`config.mk`:
```
export PLATFORM = sky130hd
export DESIGN_NAME = xbus_addr_drv
export DESIGN_NICKNAME = d
export VERILOG_FILES = /design/src/rtl/xbus_pkg.sv /design/src/rtl/xbus_seq.sv /design/src/rtl/xbus_upper_sel.sv /design/src/rtl/xbus_pin_mux.sv /design/src/rtl/xbus_addr_drv.sv
export SDC_FILE = /design/constraint.sdc
export NUM_CORES = 1
export LEC_CHECK = 0
export BUFFER_PORTS_ARGS = -buffer_cell sky130_fd_sc_hd__buf_4
export CORE_AREA = 2 2 63 65
export CTS_CLUSTER_DIAMETER = 200
export DETAILED_ROUTE_END_ITERATION = 8
export DIE_AREA = 0 0 65 67
export HOLD_SLACK_MARGIN = 0.03
export PLACE_DENSITY_LB_ADDON = 0.1
export SYNTH_ARGS = -nofsm -noshare
export SYNTH_HDL_FRONTEND = slang
export SYNTH_HIERARCHICAL = 1
export SYNTH_SLANG_ARGS = --single-unit
export TNS_END_PERCENT = 10
```
`constraint.sdc`:
```
create_clock -name clk_i -period 1.7 [get_ports clk_i]
set_clock_uncertainty 0.15 [all_clocks]
set_input_delay 0.255 -clock clk_i [delete_from_list [all_inputs] [get_ports clk_i]]
set_output_delay 0.255 -clock clk_i [all_outputs]
set_load 0.01 [all_outputs]
```
`src/rtl/xbus_pkg.sv`:
```
package xbus_pkg;

  typedef enum logic [1:0] {
    ST_IDLE  = 2'd0,
    ST_UPPER = 2'd1,
    ST_CAPT  = 2'd2,
    ST_LOW   = 2'd3
  } xbus_state_e;

  typedef enum logic [1:0] {
    SEL_ZERO  = 2'd0,
    SEL_UPPER = 2'd1,
    SEL_LOW   = 2'd2
  } pin_sel_e;

endpackage

```
`src/rtl/xbus_seq.sv`:
```
module xbus_seq
  import xbus_pkg::*;
#(
  parameter int unsigned WAIT_W = 4
) (
  input  logic              clk_i,
  input  logic              rst_ni,
  input  logic              req_i,
  input  logic [WAIT_W-1:0] wait_i,
  output logic              accept_o,
  output logic              strobe_o,
  output logic              ack_o,
  output pin_sel_e          sel_o,
  output xbus_state_e       state_o
);

  xbus_state_e       state_q, state_d;
  logic              idle_q;
  logic [WAIT_W-1:0] cnt_q, cnt_d;

  // an idle cycle only accepts if the cycle before it was also idle
  assign accept_o = (state_q == ST_IDLE) && idle_q && req_i;

  always_comb begin
    state_d = state_q;
    cnt_d   = cnt_q;
    unique case (state_q)
      ST_IDLE: if (accept_o) begin
        state_d = ST_UPPER;
        cnt_d   = (wait_i == '0) ? WAIT_W'(1) : wait_i;
      end
      ST_UPPER: state_d = ST_CAPT;
      ST_CAPT:  state_d = ST_LOW;
      ST_LOW: begin
        if (cnt_q == WAIT_W'(1)) state_d = ST_IDLE;
        else                     cnt_d   = cnt_q - WAIT_W'(1);
      end
      default: state_d = ST_IDLE;
    endcase
  end

  always_ff @(posedge clk_i or negedge rst_ni) begin
    if (!rst_ni) begin
      state_q <= ST_IDLE;
      cnt_q   <= WAIT_W'(1);
      idle_q  <= 1'b1;
    end else begin
      state_q <= state_d;
      cnt_q   <= cnt_d;
      idle_q  <= (state_q == ST_IDLE);
    end
  end

  always_comb begin
    unique case (state_q)
      ST_UPPER, ST_CAPT: sel_o = SEL_UPPER;
      ST_LOW:            sel_o = SEL_LOW;
      default:           sel_o = SEL_ZERO;
    endcase
  end

  assign strobe_o = (state_q == ST_CAPT) || (state_q == ST_LOW);
  assign ack_o    = (state_q == ST_LOW) && (cnt_q == WAIT_W'(1));
  assign state_o  = state_q;

  p_ack_pulse_r8: assert property (@(posedge clk_i) disable iff (!rst_ni)
    ack_o |=> !ack_o);

  p_cnt_nonzero_r8: assert property (@(posedge clk_i) disable iff (!rst_ni)
    (state_q == ST_LOW) |-> (cnt_q != '0));

  p_no_accept_after_ack_r9: assert property (@(posedge clk_i) disable iff (!rst_ni)
    ack_o |=> !accept_o);

  p_idle_gap_r9: assert property (@(posedge clk_i) disable iff (!rst_ni)
    ack_o |=> (state_q == ST_IDLE) ##1 (state_q == ST_IDLE));

endmodule

```
`src/rtl/xbus_upper_sel.sv`:
```
module xbus_upper_sel #(
  parameter int unsigned ADDR_W = 20,
  parameter int unsigned PIN_W  = 8
) (
  input  logic              boot_i,
  input  logic [ADDR_W-1:0] addr_i,
  output logic [PIN_W-1:0]  upper_o,
  output logic [PIN_W-1:0]  low_o
);

  localparam int unsigned BOOT_W = ADDR_W - 2 * PIN_W;

  logic [PIN_W-1:0] ram_hi;
  logic [PIN_W-1:0] boot_hi;

  assign ram_hi = addr_i[2*PIN_W-1:PIN_W];
  assign low_o  = addr_i[PIN_W-1:0];

  generate
    if (BOOT_W < PIN_W) begin : g_boot_pad
      assign boot_hi = {{(PIN_W - BOOT_W){1'b0}}, addr_i[ADDR_W-1:2*PIN_W]};
    end else begin : g_boot_full
      assign boot_hi = addr_i[2*PIN_W +: PIN_W];
    end
  endgenerate

  assign upper_o = boot_i ? boot_hi : ram_hi;

endmodule

```
`src/rtl/xbus_pin_mux.sv`:
```
module xbus_pin_mux
  import xbus_pkg::*;
#(
  parameter int unsigned PIN_W = 8
) (
  input  pin_sel_e         sel_i,
  input  logic [PIN_W-1:0] upper_i,
  input  logic [PIN_W-1:0] low_i,
  output logic [PIN_W-1:0] pins_o
);

  always_comb begin
    unique case (sel_i)
      SEL_UPPER: pins_o = upper_i;
      SEL_LOW:   pins_o = low_i;
      default:   pins_o = '0;
    endcase
  end

endmodule

```
`src/rtl/xbus_addr_drv.sv`:
```
module xbus_addr_drv
  import xbus_pkg::*;
#(
  parameter int unsigned ADDR_W = 20,
  parameter int unsigned PIN_W  = 8,
  parameter int unsigned WAIT_W = 4
) (
  input  logic              clk_i,
  input  logic              rst_ni,
  input  logic              req_i,
  input  logic              dev_boot_i,
  input  logic [ADDR_W-1:0] addr_i,
  input  logic [WAIT_W-1:0] wait_i,
  output logic              ack_o,
  output logic [PIN_W-1:0]  pins_o,
  output logic              strobe_o
);

  logic              accept;
  pin_sel_e          sel;
  xbus_state_e       state;
  logic [ADDR_W-1:0] addr_q;
  logic              boot_q;
  logic [PIN_W-1:0]  upper;
  logic [PIN_W-1:0]  low;

  always_ff @(posedge clk_i or negedge rst_ni) begin
    if (!rst_ni) begin
      addr_q <= '0;
      boot_q <= 1'b0;
    end else if (accept) begin
      addr_q <= addr_i;
      boot_q <= dev_boot_i;
    end
  end

  xbus_seq #(.WAIT_W(WAIT_W)) i_seq (
    .clk_i   (clk_i),
    .rst_ni  (rst_ni),
    .req_i   (req_i),
    .wait_i  (wait_i),
    .accept_o(accept),
    .strobe_o(strobe_o),
    .ack_o   (ack_o),
    .sel_o   (sel),
    .state_o (state)
  );

  xbus_upper_sel #(.ADDR_W(ADDR_W), .PIN_W(PIN_W)) i_upper_sel (
    .boot_i (boot_q),
    .addr_i (addr_q),
    .upper_o(upper),
    .low_o  (low)
  );

  xbus_pin_mux #(.PIN_W(PIN_W)) i_pin_mux (
    .sel_i  (sel),
    .upper_i(upper),
    .low_i  (low),
    .pins_o (pins_o)
  );

  p_idle_quiet_r2: assert property (@(posedge clk_i) disable iff (!rst_ni)
    (state == ST_IDLE) |-> (pins_o == '0 && !strobe_o));

  p_upper_first_r3: assert property (@(posedge clk_i) disable iff (!rst_ni)
    accept |=> (pins_o == upper && !strobe_o));

  p_strobe_setup_r6: assert property (@(posedge clk_i) disable iff (!rst_ni)
    (state == ST_UPPER) |=> (strobe_o && $stable(pins_o)));

  p_low_hold_r7: assert property (@(posedge clk_i) disable iff (!rst_ni)
    (state == ST_LOW && !ack_o) |=> (strobe_o && $stable(pins_o)));

endmodule

```
# Word level (Yosys, flattened, before mapping)
# Cells that the tools add are included.
[totals] reg_bits=28 input_bits=28 elab_cells=35
[classes] addsub=1 eq_ne=9 muxes=10 n_reduce_logical=10
[op_table] cell="8-bit one-hot mux with 2 select lines" count=1
[op_table] cell="4-bit two-way mux" count=3
[op_table] cell="8-bit two-way mux" count=1
[op_table] cell="2-bit one-hot mux with 4 select lines" count=1
[op_table] cell="4-bit one-hot mux with 2 select lines" count=1
[op_table] cell="2-bit equality test, second input constant" count=3
[op_table] cell="2-bit != test, second input constant" count=3
[op_table] cell="2-bit by 1-bit equality test with 1-bit output, second input constant" count=2
[op_table] cell="4-bit by 1-bit equality test with 1-bit output, second input constant" count=1
[op_table] cell="4-bit zero test" count=1
[op_table] cell="2-bit two-way mux" count=2
[op_table] cell="2-bit one-hot mux with 2 select lines" count=1
[op_table] cell="4-bit by 1-bit subtractor with 4-bit output, second input constant" count=1
[op_table] cell="1-bit logical AND" count=3
[op_table] cell="3-bit AND reduction" count=1
[op_table] cell="2-bit zero test" count=1
[op_table] cell="2-bit AND reduction" count=1
[op_table] cell="2-bit nonzero test" count=1
[op_table] cell="2-bit OR reduction" count=1
[op_table] cell="1-bit logical OR" count=1

# Logic depth before layout (Yosys ltp)
[logic_depth] word_depth=5 mapped_depth=8 depth_no_buf=6

# Cells and area by module
# The synthesis kept the hierarchy.
[by_module_without_submodules] mod="xbus_addr_drv" n_inst=1 cells_each=44 area_per_inst_um2=859.6 seq_area_each_um2=525.5
[by_module_without_submodules] mod="xbus_seq" n_inst=1 cells_each=55 area_per_inst_um2=523.0 seq_area_each_um2=177.7
[by_module_without_submodules] mod="xbus_pin_mux" n_inst=1 cells_each=23 area_per_inst_um2=188.9 seq_area_each_um2=0.0
[by_module_without_submodules] mod="xbus_upper_sel" n_inst=1 cells_each=17 area_per_inst_um2=166.4 seq_area_each_um2=0.0

# Worst setup path after synthesis
# OpenSTA, ideal clock, no wires.
[synth_timing] path_type="register -> output" start="register i_seq.state_q[0] (netlist: i_seq/state_o[0])" end="output pins_o[0]" arrival_ps=1440 t_required_ps=1295 setup_slack_ps=-145 path_stages_with_launch=8 n_path_buf=2 path_cell_list="dfrtp_1 inv_1 ha_1 buf_4 inv_1 ha_1 buf_1 nor2_1"
[synth_via] elab_chain_cells=5 elab_cells_between_ends=8 classes_between="eq/ne: 5; mux: 2; reduce/logical: 1"
[synth_lines] item="start, declared" line="xbus_seq.sv:17" text="xbus_state_e state_q, state_d;"
[synth_lines] item="start signal, assigned" line="xbus_seq.sv:48" text="state_q <= state_d;"
[synth_lines] item="2-bit by 1-bit equality test with 1-bit output or 2-bit equality test (tied branches)" line="xbus_seq.sv:55" text="unique case (state_q)"
[synth_lines] item="2-bit OR reduction" line="xbus_seq.sv:55"
[synth_lines] item="2-bit one-hot mux with 2 select lines (*)" line="xbus_seq.sv:55"
[synth_lines] item="named net sel[0]" line="xbus_addr_drv.sv:20" text="pin_sel_e sel;"
[synth_lines] item="2-bit equality test or 2-bit by 1-bit equality test with 1-bit output (tied branches)" line="xbus_pin_mux.sv:13" text="unique case (sel_i)"
[synth_lines] item="8-bit one-hot mux with 2 select lines (*)" line="xbus_pin_mux.sv:13"
[synth_lines] item="end, declared" line="xbus_addr_drv.sv:15" text="output logic [PIN_W-1:0] pins_o,"
# The timed path passes the listed nets; every way through them passes the cells marked *.

# Final worst setup path
[layout_timing] start="register i_seq.state_q[0] (netlist: i_seq/state_o[0])" end="output pins_o[6]"
# The elaborated chain is that of the path after synthesis.

==> impl_metrics.csv <==
group,metric,value,unit
clock_tree,cts_made_buffers,3,
sta,min_period,2.111,ns
sta,setup_ws,-0.4107,ns
critical_path,critPathArrivalTime,1.71,ns
power_and_ir_drop,powerDensity,2077,nW/µm²
placement,hpwl,2673,µm
hold_path,hp-class,"in -> reg",
logic_synthesis,yosys_register_bits,28,
placement,place_area,2131,µm²
sta,worstMarginPinSlew,0.3817,ns
critical_path,worst_path_max_delay_cell,"dfrtp_1",
finish,fin_cells,227,
critical_path,r2r-start,"i_seq/cnt_q[0]",
floorplanning,rows,22,
clock_tree,cts_root_buffer,"clkbuf_8",
sta,slew_headroom,74.55,%
finish,final_core_util,64.26,%
route,wire_per_inst,16.34,µm
route,vias_per_cell,5.216,
critical_path,r2r_cells,4,
critical_path,required,1.29,ns
run,maxCapViolCount,0,
placement,placed_cells,217,
grt,grt_start_max_net_pins,29,
logic_synthesis,synth_cell_type_count,39,
critical_path,end_kind,"output port",
critical_path,critPathLaunchType,"flip-flop",
sta,hold_viol_final,0,
status,violations,"negative setup slack",
route,first_pass_iters,4,
sta,fin_crit_sh,124.2,%
grt,antenna_found_initial,0,
status,outcome,"finished, violations left",
logic_synthesis,synth.avg_cell_area,12.50,µm²
finish,final_common_cell,"buf_4",
grt,grt_pass1_wl,6279,µm
clock_tree,clk_path_buf_depth,2,
sta,finalSetupViolations,12,
route,wl,3709,µm
finish,stdcell_area,2317,µm²
critical_path,r2r_slack,-0.13,ns
floorplanning,io-pin-count,38,
grt,grt_usage,19.33,%
floorplanning,core,3606,µm²
grt,grt_pass1_vias,1282,
logic_synthesis,yosysTopAreaCellShare,37.44,%
finish,layout.nets,215,
logic_synthesis,yosys.area.top_type,"dfrtp_1",
logic_synthesis,synth_nets,174,
power_and_ir_drop,max-vdd-ir-drop,1.070,mV
floorplanning,die_width,65,µm
logic_synthesis,ys_top_cells_by_area,"dfrtp_1, mux2_4, a22oi_2",
route,vias,1184,
power_and_ir_drop,p_leak,0.001027,µW
route,drt_iter0_markers,44,
clock_tree,cts_max_level,1,
critical_path,crit_chain,"inv_2, ha_4, inv_2, ha_4, nor2_4, buf_6",
sta,whs,0.05223,ns
clock_tree,clk-insertion-delay-late,0.27,ns
logic_synthesis,synth_cells,139,
placement,gp_congestion,0.8290,
critical_path,crit_path_start,"i_seq/state_o[0]",
critical_path,cpPeakStageDelay,0.41,ns
logic_synthesis,syn_area,1738,µm²
route,antenna_left,0,
logic_synthesis,ys_warn_count,6,
grt,grt.overflow.total,0,
sta,setup_tns,-3.885,ns
placement,io_buffers,37,
finish,n_antenna_cell,0,
clock_tree,clkTransAtPathRegs,0.10,ns
clock_tree,numClockSinks,28,
clock_tree,cts_tree,"done",
route,drc,0,
floorplanning,start_util,48.20,%
finish,final_cell_mix,"buf_4, dfrtp_1, mux2_4",
sta,maxSlewViolCount,0,
floorplanning,die_h,67,µm
critical_path,critical_path.max_fanout,8,
finish,layout-drive-gt1-share,68.16,%
floorplanning,die_area,4355,µm²
sta,max_freq,473.8,MHz
finish,area_growth,33.33,%
sta,rsz0062_at_grt,"true",
critical_path,criticalPathCategory,"reg -> out",
critical_path,r2r_end,"i_seq/state_o[1]",
critical_path,crit_path_end,"pins_o[6]",
logic_synthesis,yosysSeqAreaShare,40.46,%
[worst min-delay path by stage]
stage | start | endpoint | slack [ns] | cells past startpoint
2_1_floorplan | rst_ni | addr_q[0] | -0.19 | 0
3_3_place_gp | rst_ni | addr_q[11] | 0.04 | 1
3_5_place_dp | rst_ni | boot_q | 0.05 | 1
4_1_cts | addr_i[15] | addr_q[15] | 0.04 | 2
5_1_grt | addr_i[14] | addr_q[14] | 0.04 | 2
6_report | addr_i[15] | addr_q[15] | 0.05 | 2
[state kept, by name (all words and copies together) (netlist names)]
name / flops
i_seq/state_o: 2
i_seq/idle_q: 1
i_seq/cnt_q: 4
addr_q: 20
boot_q: 1
[final cells by class]
class                   instances  area (µm²)
fillers                       285        1289
multi-input cells              87        1021
flip-flops and latches         28       703.2
repair buffers                 53       451.7
well taps                      48       60.06
clock buffers                   4       55.05
inverters                       7       26.28
[power breakdown]
| part | internal [µW] | switching [µW] | leakage, µW |
|---|---|---|---|
| sequential | 1010 | 278 | 0.000337 |
| combinational | 1740 | 1360 | 0.000661 |
| clock | 208 | 210 | 0.0000288 |
| total | 2960 | 1850 | 0.00103 |
[Yosys cell counts]
| cell type | number |
|---|---|
| a22oi_2 | 8 |
| or2_4 | 1 |
| clkbuf_2 | 1 |
| or3b_1 | 1 |
| ha_1 | 7 |
| nor3_1 | 4 |
| a21o_1 | 1 |
| buf_4 | 9 |
| a21oi_1 | 2 |
| o21bai_1 | 1 |
| and3_2 | 1 |
| o32ai_1 | 1 |
| buf_6 | 5 |
| clkbuf_1 | 1 |
| nand4b_1 | 1 |
| nor4b_1 | 1 |
| nor2_1 | 10 |
| o21ai_0 | 2 |
| nor3b_1 | 1 |
| and2b_2 | 4 |
| mux2i_1 | 1 |
| dfrtp_1 | 26 |
| mux2_4 | 24 |
| dfstp_2 | 2 |
| or3_1 | 1 |
| o211ai_1 | 1 |
| and4bb_4 | 1 |
| a221o_1 | 1 |
| inv_1 | 7 |
| mux2_2 | 2 |
| nand2_1 | 2 |
| nand3_1 | 1 |
| nand4_1 | 1 |
| a2bb2oi_1 | 1 |
| nor4_1 | 1 |
| or2_2 | 2 |
| a21boi_2 | 1 |
| nand3b_1 | 1 |
| buf_1 | 1 |
[repair_timing]
action,in CTS,in global routing
hold buffers,1,0
endpoints found under the setup margin,34,25
pin swaps,8,6
setup buffers,2,3
hold endpoints to repair,26,0
resized for setup,15,3
[per-stage QoR]
stage / worst slack (ns) / power [µW]
after CTS: -0.4229 / 4745
final: -0.4107 / 4813
after global placement: -0.1596 / 4006
after global routing: -0.4919 / 5130
after floorplan: -0.09625 / 3616
after detailed placement: -0.2258 / 4091
[per-layer routing]
metal | vias to the layer above | track usage (%) | part of all wire (%)
met2 | 27 | 32.60 | 53
li1 | 558 | - | -
met3 | 4 | 2.534 | 3.2
met1 | 595 | 24.84 | 43
met5 | - | 0 | 0
met4 | 0 | 8.245 | 1.6
[worst max-delay path: cells and delay by family, from the launching register on]
family | cells | cell delay (ns)
fa+ha+maj | 2 | 0.71
buf+inv | 3 | 0.23
flops | 1 | 0.41
simple gates | 1 | 0.07
[kinds of logic after synthesis]
logic type	synth area share, %
and+or+nand+nor	12.10
muxes	22.61
AOI/OAI and AO/OA	10.44
adders and majority gates	5.039
DFF	40.46
buffers and inverters	9.358
(Power assumes the default switching activity.)
